### src/rtl/memtest_pkg.sv
`timescale 1ns/1ps
package memtest_pkg;

    typedef enum logic [2:0] {
        ST_IDLE,
        ST_WR_CMD,
        ST_WR_DRAIN,
        ST_RD_CMD,
        ST_RD_WAIT,
        ST_DONE
    } mt_state_e;

    // Feedback mask of a maximal-length right-shifting Galois LFSR
    function automatic logic [63:0] galois_mask(input int width);
        case (width)
            8:       return 64'h0000_0000_0000_00B8;
            16:      return 64'h0000_0000_0000_B400;
            24:      return 64'h0000_0000_00E1_0000;
            32:      return 64'h0000_0000_8020_0003;
            64:      return 64'hD800_0000_0000_0000;
            default: return 64'h0000_0000_0000_0001;
        endcase
    endfunction

endpackage

### src/rtl/memtest_lfsr.sv
`timescale 1ns/1ps
module memtest_lfsr #(
    parameter int               WIDTH = 32,
    parameter logic [WIDTH-1:0] MASK  = '1,
    parameter logic [WIDTH-1:0] SEED  = 1
) (
    input  logic             clk,
    input  logic             rst_n,
    input  logic             reseed,
    input  logic             step,
    output logic [WIDTH-1:0] state
);

    logic [WIDTH-1:0] advanced;

    assign advanced = (state >> 1) ^ (state[0] ? MASK : '0);

    always_ff @(posedge clk or negedge rst_n) begin
        if (!rst_n) begin
            state <= SEED;
        end else if (reseed) begin
            state <= SEED;
        end else if (step) begin
            state <= advanced;
        end
    end


    lfsr_nonzero_chk: assert property (@(posedge clk) disable iff (!rst_n)
        state != '0);

endmodule

### src/rtl/memtest_addr_gen.sv
`timescale 1ns/1ps
module memtest_addr_gen #(
    parameter int                ADDR_W = 16,
    parameter int                LEN_W  = 12,
    parameter logic [ADDR_W-1:0] MASK   = 16'hB400,
    parameter logic [ADDR_W-1:0] SEED   = 16'h0ACE
) (
    input  logic              clk,
    input  logic              rst_n,
    input  logic              restart,
    input  logic              advance,
    input  logic              random_mode,
    output logic [ADDR_W-1:0] addr
);

    logic [LEN_W-1:0]  idx;
    logic [ADDR_W-1:0] rnd_addr;
    logic [ADDR_W-1:0] seq_addr;

    always_ff @(posedge clk or negedge rst_n) begin
        if (!rst_n) begin
            idx <= '0;
        end else if (restart) begin
            idx <= '0;
        end else if (advance) begin
            idx <= idx + LEN_W'(1);
        end
    end

    memtest_lfsr #(
        .WIDTH (ADDR_W),
        .MASK  (MASK),
        .SEED  (SEED)
    ) i_addr_lfsr (
        .clk    (clk),
        .rst_n  (rst_n),
        .reseed (restart),
        .step   (advance),
        .state  (rnd_addr)
    );

    assign seq_addr = ADDR_W'(idx);
    assign addr     = random_mode ? rnd_addr : seq_addr;

endmodule

### src/rtl/memtest_lane_cmp.sv
`timescale 1ns/1ps
module memtest_lane_cmp #(
    parameter int DATA_W = 32,
    parameter int LANES  = DATA_W / 8
) (
    input  logic [DATA_W-1:0] got,
    input  logic [DATA_W-1:0] want,
    output logic [LANES-1:0]  lane_eq
);

    for (genvar g = 0; g < LANES; g++) begin : g_lane
        assign lane_eq[g] = (got[8*g +: 8] == want[8*g +: 8]);
    end

endmodule

### src/rtl/memtest_engine.sv
`timescale 1ns/1ps
module memtest_engine
    import memtest_pkg::*;
#(
    parameter int                ADDR_W    = 16,
    parameter int                DATA_W    = 32,
    parameter int                LEN_W     = 12,
    parameter logic [DATA_W-1:0] DATA_SEED = 32'h1357_9BDF,
    parameter logic [ADDR_W-1:0] ADDR_SEED = 16'h0ACE
) (
    input  logic                clk,
    input  logic                rst_n,
    input  logic                start,
    input  logic                random_mode,
    input  logic [LEN_W-1:0]    word_count,
    output logic                cmd_write_req,
    output logic                cmd_read_req,
    output logic [ADDR_W-1:0]   cmd_addr,
    output logic [DATA_W-1:0]   cmd_wdata,
    output logic [DATA_W/8-1:0] cmd_be,
    input  logic                ctl_ready,
    input  logic                ctl_wdata_req,
    input  logic                ctl_rdata_valid,
    input  logic [DATA_W-1:0]   ctl_rdata,
    output logic [DATA_W/8-1:0] lane_pass,
    output logic                pass_sticky,
    output logic                test_done
);

    localparam int                LANES     = DATA_W / 8;
    localparam logic [DATA_W-1:0] DATA_MASK = DATA_W'(galois_mask(DATA_W));
    localparam logic [ADDR_W-1:0] ADDR_MASK = ADDR_W'(galois_mask(ADDR_W));

    mt_state_e        state, state_nx;
    logic [LEN_W-1:0] len_q;
    logic             mode_q;
    logic [LEN_W-1:0] issued;
    logic [LEN_W-1:0] served;
    logic [LEN_W-1:0] beats;

    logic             start_ok;
    logic             cmd_fire;
    logic             wr_phase;
    logic             rd_phase;
    logic             last_issue;
    logic             wdata_take;
    logic             beat;
    logic             last_beat;
    logic             to_read;
    logic             gen_restart;
    logic [DATA_W-1:0] expect_word;
    logic [LANES-1:0]  lane_eq;

    // ---------------- control decode ----------------
    assign start_ok    = start && (state == ST_IDLE || state == ST_DONE);
    assign cmd_fire    = (cmd_write_req || cmd_read_req) && ctl_ready;
    assign wr_phase    = (state == ST_WR_CMD) || (state == ST_WR_DRAIN);
    assign rd_phase    = (state == ST_RD_CMD) || (state == ST_RD_WAIT);
    assign last_issue  = (issued == len_q - LEN_W'(1));
    assign wdata_take  = ctl_wdata_req && wr_phase;
    assign beat        = ctl_rdata_valid && rd_phase;
    assign last_beat   = beat && (beats == len_q - LEN_W'(1));
    assign to_read     = (state == ST_WR_DRAIN) && (served == len_q);
    assign gen_restart = start_ok || to_read;

    // ---------------- state register ----------------
    always_ff @(posedge clk or negedge rst_n) begin
        if (!rst_n) begin
            state <= ST_IDLE;
        end else begin
            state <= state_nx;
        end
    end

    // ---------------- next-state logic ----------------
    always_comb begin
        state_nx = state;
        unique case (state)
            ST_IDLE, ST_DONE: begin
                if (start) begin
                    state_nx = (word_count == '0) ? ST_DONE : ST_WR_CMD;
                end
            end
            ST_WR_CMD: begin
                if (cmd_fire && last_issue) begin
                    state_nx = ST_WR_DRAIN;
                end
            end
            ST_WR_DRAIN: begin
                if (to_read) begin
                    state_nx = ST_RD_CMD;
                end
            end
            ST_RD_CMD: begin
                if (last_beat) begin
                    state_nx = ST_DONE;
                end else if (cmd_fire && last_issue) begin
                    state_nx = ST_RD_WAIT;
                end
            end
            ST_RD_WAIT: begin
                if (last_beat) begin
                    state_nx = ST_DONE;
                end
            end
            default: state_nx = ST_IDLE;
        endcase
    end

    // ---------------- output decode ----------------
    always_comb begin
        cmd_write_req = 1'b0;
        cmd_read_req  = 1'b0;
        test_done     = 1'b0;
        unique case (state)
            ST_WR_CMD: cmd_write_req = 1'b1;
            ST_RD_CMD: cmd_read_req  = 1'b1;
            ST_DONE:   test_done     = 1'b1;
            default:   ;
        endcase
    end

    // ---------------- pass bookkeeping counters ----------------
    always_ff @(posedge clk or negedge rst_n) begin
        if (!rst_n) begin
            len_q  <= '0;
            mode_q <= 1'b0;
            issued <= '0;
            served <= '0;
            beats  <= '0;
        end else if (start_ok) begin
            len_q  <= word_count;
            mode_q <= random_mode;
            issued <= '0;
            served <= '0;
            beats  <= '0;
        end else begin
            if (to_read) begin
                issued <= '0;
            end else if (cmd_fire) begin
                issued <= issued + LEN_W'(1);
            end
            if (wdata_take) begin
                served <= served + LEN_W'(1);
            end
            if (beat) begin
                beats <= beats + LEN_W'(1);
            end
        end
    end

    // ---------------- generators ----------------
    memtest_addr_gen #(
        .ADDR_W (ADDR_W),
        .LEN_W  (LEN_W),
        .MASK   (ADDR_MASK),
        .SEED   (ADDR_SEED)
    ) i_addr_gen (
        .clk         (clk),
        .rst_n       (rst_n),
        .restart     (gen_restart),
        .advance     (cmd_fire),
        .random_mode (mode_q),
        .addr        (cmd_addr)
    );

    memtest_lfsr #(
        .WIDTH (DATA_W),
        .MASK  (DATA_MASK),
        .SEED  (DATA_SEED)
    ) i_data_lfsr (
        .clk    (clk),
        .rst_n  (rst_n),
        .reseed (gen_restart),
        .step   (wdata_take || beat),
        .state  (expect_word)
    );

    assign cmd_wdata = expect_word;
    assign cmd_be    = '1;

    // ---------------- compare and result flags ----------------
    memtest_lane_cmp #(
        .DATA_W (DATA_W),
        .LANES  (LANES)
    ) i_lane_cmp (
        .got     (ctl_rdata),
        .want    (expect_word),
        .lane_eq (lane_eq)
    );

    always_ff @(posedge clk or negedge rst_n) begin
        if (!rst_n) begin
            lane_pass   <= '1;
            pass_sticky <= 1'b1;
        end else begin
            lane_pass <= beat ? lane_eq : '1;
            if (start_ok) begin
                pass_sticky <= 1'b1;
            end else if (beat && !(&lane_eq)) begin
                pass_sticky <= 1'b0;
            end
        end
    end

    // ---------------- assertions ----------------

    cmd_hold_chk: assert property (@(posedge clk) disable iff (!rst_n)
        (cmd_write_req || cmd_read_req) && !ctl_ready
        |=> $stable(cmd_addr) && $stable(cmd_write_req) && $stable(cmd_read_req));


    idle_lane_chk: assert property (@(posedge clk) disable iff (!rst_n)
        !$past(ctl_rdata_valid) |-> (&lane_pass));


    sticky_hold_chk: assert property (@(posedge clk) disable iff (!rst_n)
        !pass_sticky && !start |=> !pass_sticky);


    lane_fail_clears_chk: assert property (@(posedge clk) disable iff (!rst_n)
        !(&lane_pass) |-> !pass_sticky);


    done_cause_chk: assert property (@(posedge clk) disable iff (!rst_n)
        $rose(test_done) |-> $past(ctl_rdata_valid) || $past(start));

endmodule

### config.mk
export PLATFORM = sky130hd
export DESIGN_NAME = memtest_engine
export DESIGN_NICKNAME = d
export VERILOG_FILES = /design/src/rtl/memtest_pkg.sv /design/src/rtl/memtest_lfsr.sv /design/src/rtl/memtest_addr_gen.sv /design/src/rtl/memtest_lane_cmp.sv /design/src/rtl/memtest_engine.sv
export SDC_FILE = /design/constraint.sdc
export NUM_CORES = 1
export LEC_CHECK = 0
export BUFFER_PORTS_ARGS = -buffer_cell sky130_fd_sc_hd__buf_2
export CAP_MARGIN = 10
export CORE_AREA = 5 5 114 116
export DETAILED_ROUTE_END_ITERATION = 12
export DIE_AREA = 0 0 119 121
export MAX_ROUTING_LAYER = met4
export PLACE_DENSITY = 0.88
export SYNTH_ARGS = -nofsm -noshare
export SYNTH_HDL_FRONTEND = slang
export SYNTH_SLANG_ARGS = --single-unit
### constraint.sdc
create_clock -name clk -period 3.4 [get_ports clk]
set_clock_uncertainty 0.2 [all_clocks]
set_input_delay 0 -clock clk [delete_from_list [all_inputs] [get_ports clk]]
set_output_delay 0 -clock clk [all_outputs]
set_load 0.005 [all_outputs]
==> metrics.yaml, run 1 <==
rsz0062_at_grt: "false"
status: "finished, final reports clean"
root_buffer: "clkbuf_16"
place_congestion: 0.949
r2r_start: "state[2]"
max_freq_ghz: 0.313
drtAntennaViolNets: 0
wirelength_mm: 17.9
ys_warn_count: 0
netlist_top_cells_area: "dfrtp_1 32%, dfstp_2 13%, xnor2_1 9.4%"
worst_pin_slew_ns: 0.989
syn_inst: 700
num_vias: 5752
grt_max_degree: 79
fp-row-count: 40
synth_ff_type: "dfrtp_1"
grt_pass1_vias: 5764
p_leak_nw: 3.68
dpl_cell_area_sq_um: 7240
final_area_sq_um: 8170
clk_pin_slew_ns: 0.05
drv_slew: 0
core_area_sq_um: 11800
synth_edf_count: 0
ys_types: 61
hp-class: "in2async"
drc: 0
finalWorstSetupSlack_ns: 0.205
nets: 875
clockPowerShare_pct: 41.5
power.density_nw_per_um2: 564
ios: 111
r2r-end: "state[2]"
drv_cap: 0
crit_arrival_ns: 3.29
drtPass1Iterations: 5
ys_seq_area_share_pct: 44.7
min_period_ns: 3.19
postCtsSetupBuffers: 0
power_frac_comb_pct: 17.1
yosysTopAreaCell: "dfrtp_1"
end_kind: "flop"
final_cells: 979
hold_viol: 0
design.die.area_sq_um: 14400
grt_usage_pct: 26.4
insertion_delay_ns: 0.42
power.switching_mw: 1.31
mostFrequentLayoutCell: "buf_2"
drive_gt1_share_pct: 25.7
dpl.hpwl_mm: 11.3
ir_drop_mv: 0.463
cp.required_ns: 3.49
r2r_cells: 8
diodes: 0
start_util_pct: 56.2
fin_crit_sh_pct: 94.0
slew_headroom_pct: 34.1
dp_cells: 917
synth_area_per_cell_sq_um: 9.49
async_flop_share_pct: 100
synth_area_sq_um: 6640
fin_setup_tns_ns: 0
cts_num_sinks: 117
cts_buffers: 17
finalSetupViolations: 0
htree_num_levels: 4
grt_overflow: 0
cts_tree: "yes"
via_per_inst: 5.88
drt_iter0_drc: 410
portBuffers: 106
antenna_found_initial: 0
layout_common_cells: "105 x buf_2, 87 x nor2_1, 85 x dfrtp_1"
cp-start-kind: "flop"
die_width_um: 119
die_height_um: 121
grt_pass1_wl_mm: 29.4
power.internal_mw: 3.30
area.growth.synth_to_final_pct: 22.9
worst-path-max-fanout: 15
switching_share_pct: 28.4
p_seq_share_pct: 41.5
synth.top_cell.area_share_pct: 32.0
ys_ff_latch: 117
clockBufferDepth: 2
critical_path_class: "reg2reg"
place_ws_ns: 0.233
wl_per_cell_um: 18.3
r2r_slack_ns: 0.21
## worst max-delay path: stages (launching register included)
cell and delay, ns:
dfrtp_1 0.57, nor3b_1 0.39, o21a_2 0.41, nand4_1 0.22, a2111oi_4 0.38, a41oi_1 0.18, a211o_1 0.33, a221oi_2 0.27
o21ai_1 0.09
## worst max-delay path by stage
stage	from	to	slack, ns
detailed placement	len_q[1]	state[2]	0.23
CTS	len_q[1]	state[2]	0.20
global route	state[2]	state[2]	0.01
finish	state[2]	state[2]	0.21
floorplan	len_q[0]	state[2]	0.66
global placement	len_q[1]	state[2]	0.30
## Yosys cell counts, types with 6 or more instances
| cell type | instances |
|---|---|
| and3_1 | 12 |
| a31oi_1 | 10 |
| a21oi_1 | 26 |
| nor2_1 | 88 |
| nand2_1 | 57 |
| xnor2_1 | 71 |
| xor2_1 | 46 |
| o21ai_1 | 15 |
| mux2_2 | 21 |
| a211oi_1 | 7 |
| inv_1 | 22 |
| or3_1 | 6 |
| and2_1 | 7 |
| buf_2 | 13 |
| clkbuf_1 | 23 |
| buf_4 | 6 |
| dfrtp_1 | 85 |
| nand3_1 | 40 |
| nand4_1 | 27 |
| nor3_1 | 8 |
| o21ai_0 | 15 |
| dfstp_2 | 32 |
## layout make-up
class	count	area [sq um]
Fill cell	825	3640
Multi-Input combinational cell	516	3380
Sequential cell	117	2970
Timing Repair Buffer	145	926
Clock buffer	20	447
Tap cell	147	184
Clock inverter	12	176
Inverter	22	82.6
## sequential cells by signal (all words and copies together) (netlist names)
register,cells
beats,12
i_addr_gen.i_addr_lfsr.state,16
i_addr_gen.idx,12
i_data_lfsr.state,32
issued,12
lane_pass,4
len_q,12
mode_q,1
pass_sticky,1
served,12
state,3
## cells by family after synthesis
family          after synthesis  share of synthesized area (%)
other cells                   1                         0.0565
fa+ha+maj                     6                           1.09
xor+xnor                    121                           16.8
buf+inv                      70                           4.78
simple gates                270                           20.0
mux                          22                           3.71
flops                       117                           44.7
compound gates               93                           8.89
## routing by layer
metal,up-vias,GRT usage (%),part of all wire (%)
li1,2617,-,-
met2,280,42.2,50
met1,2802,32.0,40
met5,-,-,0
met3,53,7.23,7.3
met4,0,10.4,2.6
## power groups by stage
| stage | Combinational (mW) | Sequential (mW) | Clock (mW) |
|---|---|---|---|
| 6_report | 0.786 | 1.91 | 1.91 |
| 5_1_grt | 0.875 | 1.93 | 2.00 |
| 4_1_cts | 0.780 | 1.90 | 1.93 |
| 3_5_place_dp | 0.737 | 1.91 | 0 |
| 3_3_place_gp | 0.707 | 1.91 | 0 |
| 2_1_floorplan | 0.478 | 1.85 | 0 |
## per-stage QoR
stage	utilization (%)	power (mW)	hold slack [ns]
after CTS	69.1	4.61	0.123
after floorplan	-	2.33	-0.496
after global placement	61.3	2.62	0.0127
after detailed placement	61.3	2.65	0.0221
final	69.1	4.61	0.0928
after global routing	69.1	4.81	0.176
## what timing repair did
action	CTS	global route
setup endpoints to repair	0	1
endpoints found under the hold margin	80	0
hold buffers	30	0
resized for setup	0	1
(Power assumes the default switching activity.)
==> run 2, diff against run 1 <==
- REMOVE_ABC_BUFFERS: default -> 1
==> run 2 against run 1 <==
Effect of this change: final area rose by 0.40%; non-clock buffer count is 4 higher; die area stayed put; sequential cell count unchanged; register-to-register slack better by 0.04 ns; utilization up 0.28 points; first-iteration DRC count increased by 16%; sequential power is essentially flat; sequential share of layout area down 0.14 points; critical path type unchanged; critical endpoint unchanged; largest power group is now clock.
==> metrics.yaml, run 2 (synthesis results as in run 1) <==
wirelength_mm: 16.7  # -7.1%
final_core_util_pct: 69.4  # +0.28 points
largest_register: "i_data_lfsr.state"
grt_usage_pct: 25.3  # -1.2 points
status: "finished, final reports clean"
htree_num_levels: 4  # unchanged
grt_overflow: 0  # unchanged
crit_start: "len_q[1]"
max_freq_ghz: 0.317  # +1.4%
critical_path_class: "reg2reg"
num_vias: 5579  # -3.0%
fin_crit_sh_pct: 92.7  # -1.3 points
cp.required_ns: 3.49  # about the same
hp-class: "in2async"
start_util_pct: 56.2  # unchanged
total_power_mw: 4.60  # -0.19%
largest_reg_flops: 32  # unchanged
p_leak_nw: 3.71  # +0.68%
cp-start-kind: "flop"
power.switching_mw: 1.25  # -5.0%
drive_gt1_share_pct: 26.0  # +0.24 points
dpl_cell_area_sq_um: 7250  # +0.24%
drv_slew: 0  # unchanged
clockBufferDepth: 2  # unchanged
ios: 111  # unchanged
antenna_found_initial: 0  # unchanged
design.die.area_sq_um: 14400  # unchanged
diodes: 0  # unchanged
worst_pin_slew_ns: 0.844  # -0.145 ns
grt_pass1_vias: 5773  # +0.16%
worst-path-max-fanout: 13  # -2
clk_pin_slew_ns: 0.06  # about the same
end_kind: "flop"
finalWorstSetupSlack_ns: 0.249  # +0.0438 ns
power.internal_mw: 3.35  # +1.7%
cts_buffers: 17  # unchanged
reg.largest.list: "i_data_lfsr.state x32, i_addr_gen.i_addr_lfsr.state x16"
critical-path-top-delay-family: "compound AO/OA/AOI/OAI gates"
die_width_um: 119  # unchanged
drtAntennaViolNets: 0  # unchanged
slew_headroom_pct: 43.7  # +9.6 points
path_buf_inv: 1  # +1
nets: 879  # +0.46%
cts_tree: "yes"
place_ws_ns: 0.196  # -0.0372 ns
cpMaxStageDelayCell: "nor3b_4"
min_period_ns: 3.15  # -0.0438 ns
wl_per_cell_um: 17.0  # -7.4%
p_seq_share_pct: 41.3  # -0.2 points
mostFrequentLayoutCell: "buf_2"
r2r_cells: 9  # +1
core_area_sq_um: 11800  # unchanged
portBuffers: 106  # unchanged
drtPass1Iterations: 5  # unchanged
clockPowerShare_pct: 41.9  # +0.4 points
drc: 0  # unchanged
root_buffer: "clkbuf_16"
grt_pass1_wl_mm: 28.5  # -3.0%
finalSetupViolations: 0  # unchanged
fp-row-count: 40  # unchanged
cts_num_sinks: 117  # unchanged
place_congestion: 0.932  # -1.8%
dpl.hpwl_mm: 11.1  # -1.9%
die_height_um: 121  # unchanged
hold_viol: 0  # unchanged
rsz0062_at_grt: "false"
r2r_slack_ns: 0.25  # +0.04 ns
via_per_inst: 5.68  # -3.4%
cp_cell_sequence: "inv_1 -> ha_1 -> nor3b_4 -> a31oi_1 -> a2111oi_4 -> nand4_1 -> a211o_1 -> a221oi_2 -> o21ai_1"
layout_common_cells: "105 x buf_2, 87 x nor2_1, 85 x dfrtp_1"
hold_slack_ns: 0.00402  # -0.0888 ns
drv_cap: 0  # unchanged
grt_max_degree: 62  # -22%
insertion_delay_ns: 0.42  # about the same
ir_drop_mv: 0.419  # -9.5%
area.growth.synth_to_final_pct: 23.4
drt_iter0_drc: 474  # +16%
switching_share_pct: 27.1  # -1.4 points
slowest_delay_ns: 0.50  # -0.07 ns
nFillCells: 845  # +2.4%
power_frac_comb_pct: 16.8  # -0.3 points
power.density_nw_per_um2: 561  # -0.59%
r2r-end: "state[2]"
r2r_start: "len_q[1]"
final_area_sq_um: 8200  # +0.40%
crit_arrival_ns: 3.24  # -0.05 ns
==> run 2: power groups by stage <==
stage          combinational [mW]  sequential [mW]  clock, mW
2_1_floorplan               0.455             1.86          0
3_3_place_gp                0.701             1.91          0
3_5_place_dp                0.740             1.91          0
4_1_cts                     0.778             1.90       1.96
5_1_grt                     0.873             1.93       2.01
6_report                    0.773             1.90       1.93
==> run 2: worst reg2reg max path: cells and delay by family (launching register included) <==
family | cells | cell delay [ns]
AO/OA/AOI/OAI | 5 | 1.44
adder cells (fa/ha/maj) | 1 | 0.18
buffers and inverters | 1 | 0.10
flip-flops | 1 | 0.45
AND/OR/NAND/NOR | 2 | 0.66
==> run 2: area by class of cell <==
class / count / area (sq um) / area share [%]
clock buffer: 24 / 492 / 6.00
inverter: 22 / 82.6 / 1.01
clock inverter: 8 / 146 / 1.79
tap: 147 / 184 / 2.24
sequential: 117 / 2970 / 36.2
multi-input combinational: 516 / 3380 / 41.3
timing repair buffer: 149 / 943 / 11.5
==> run 2: through the flow <==
| stage | cells | setup TNS, ns |
|---|---|---|
| after floorplan | 655 | -12.28 |
| after global placement | 921 | 0 |
| after detailed placement | 921 | 0 |
| after CTS | 983 | 0 |
| after global routing | 983 | 0 |
| final | 983 | 0 |
==> run 2: metal layers <==
layer | vias up | global-route usage (%) | part of all wire [%]
met5 | - | - | 0
met3 | 33 | 5.27 | 6.9
met1 | 2701 | 32.3 | 43
met2 | 220 | 40.4 | 49
met4 | 0 | 8.47 | 1.7
li1 | 2625 | - | -
==> run 2: what timing repair did <==
item                                    in CTS  in global routing
resized for setup                            0                  1
hold endpoints to repair                    98                  0
hold buffers                                30                  0
setup buffers                                0                  0
endpoints found under the setup margin       0                  1
==> run 2: how the worst max path moves through the flow <==
stage,end,depth (start not counted)
after floorplan,i_data_lfsr.state[0],7
after detailed placement,state[2],9
after CTS,state[2],9
after global placement,state[2],9
after global routing,state[2],9
final,state[2],9
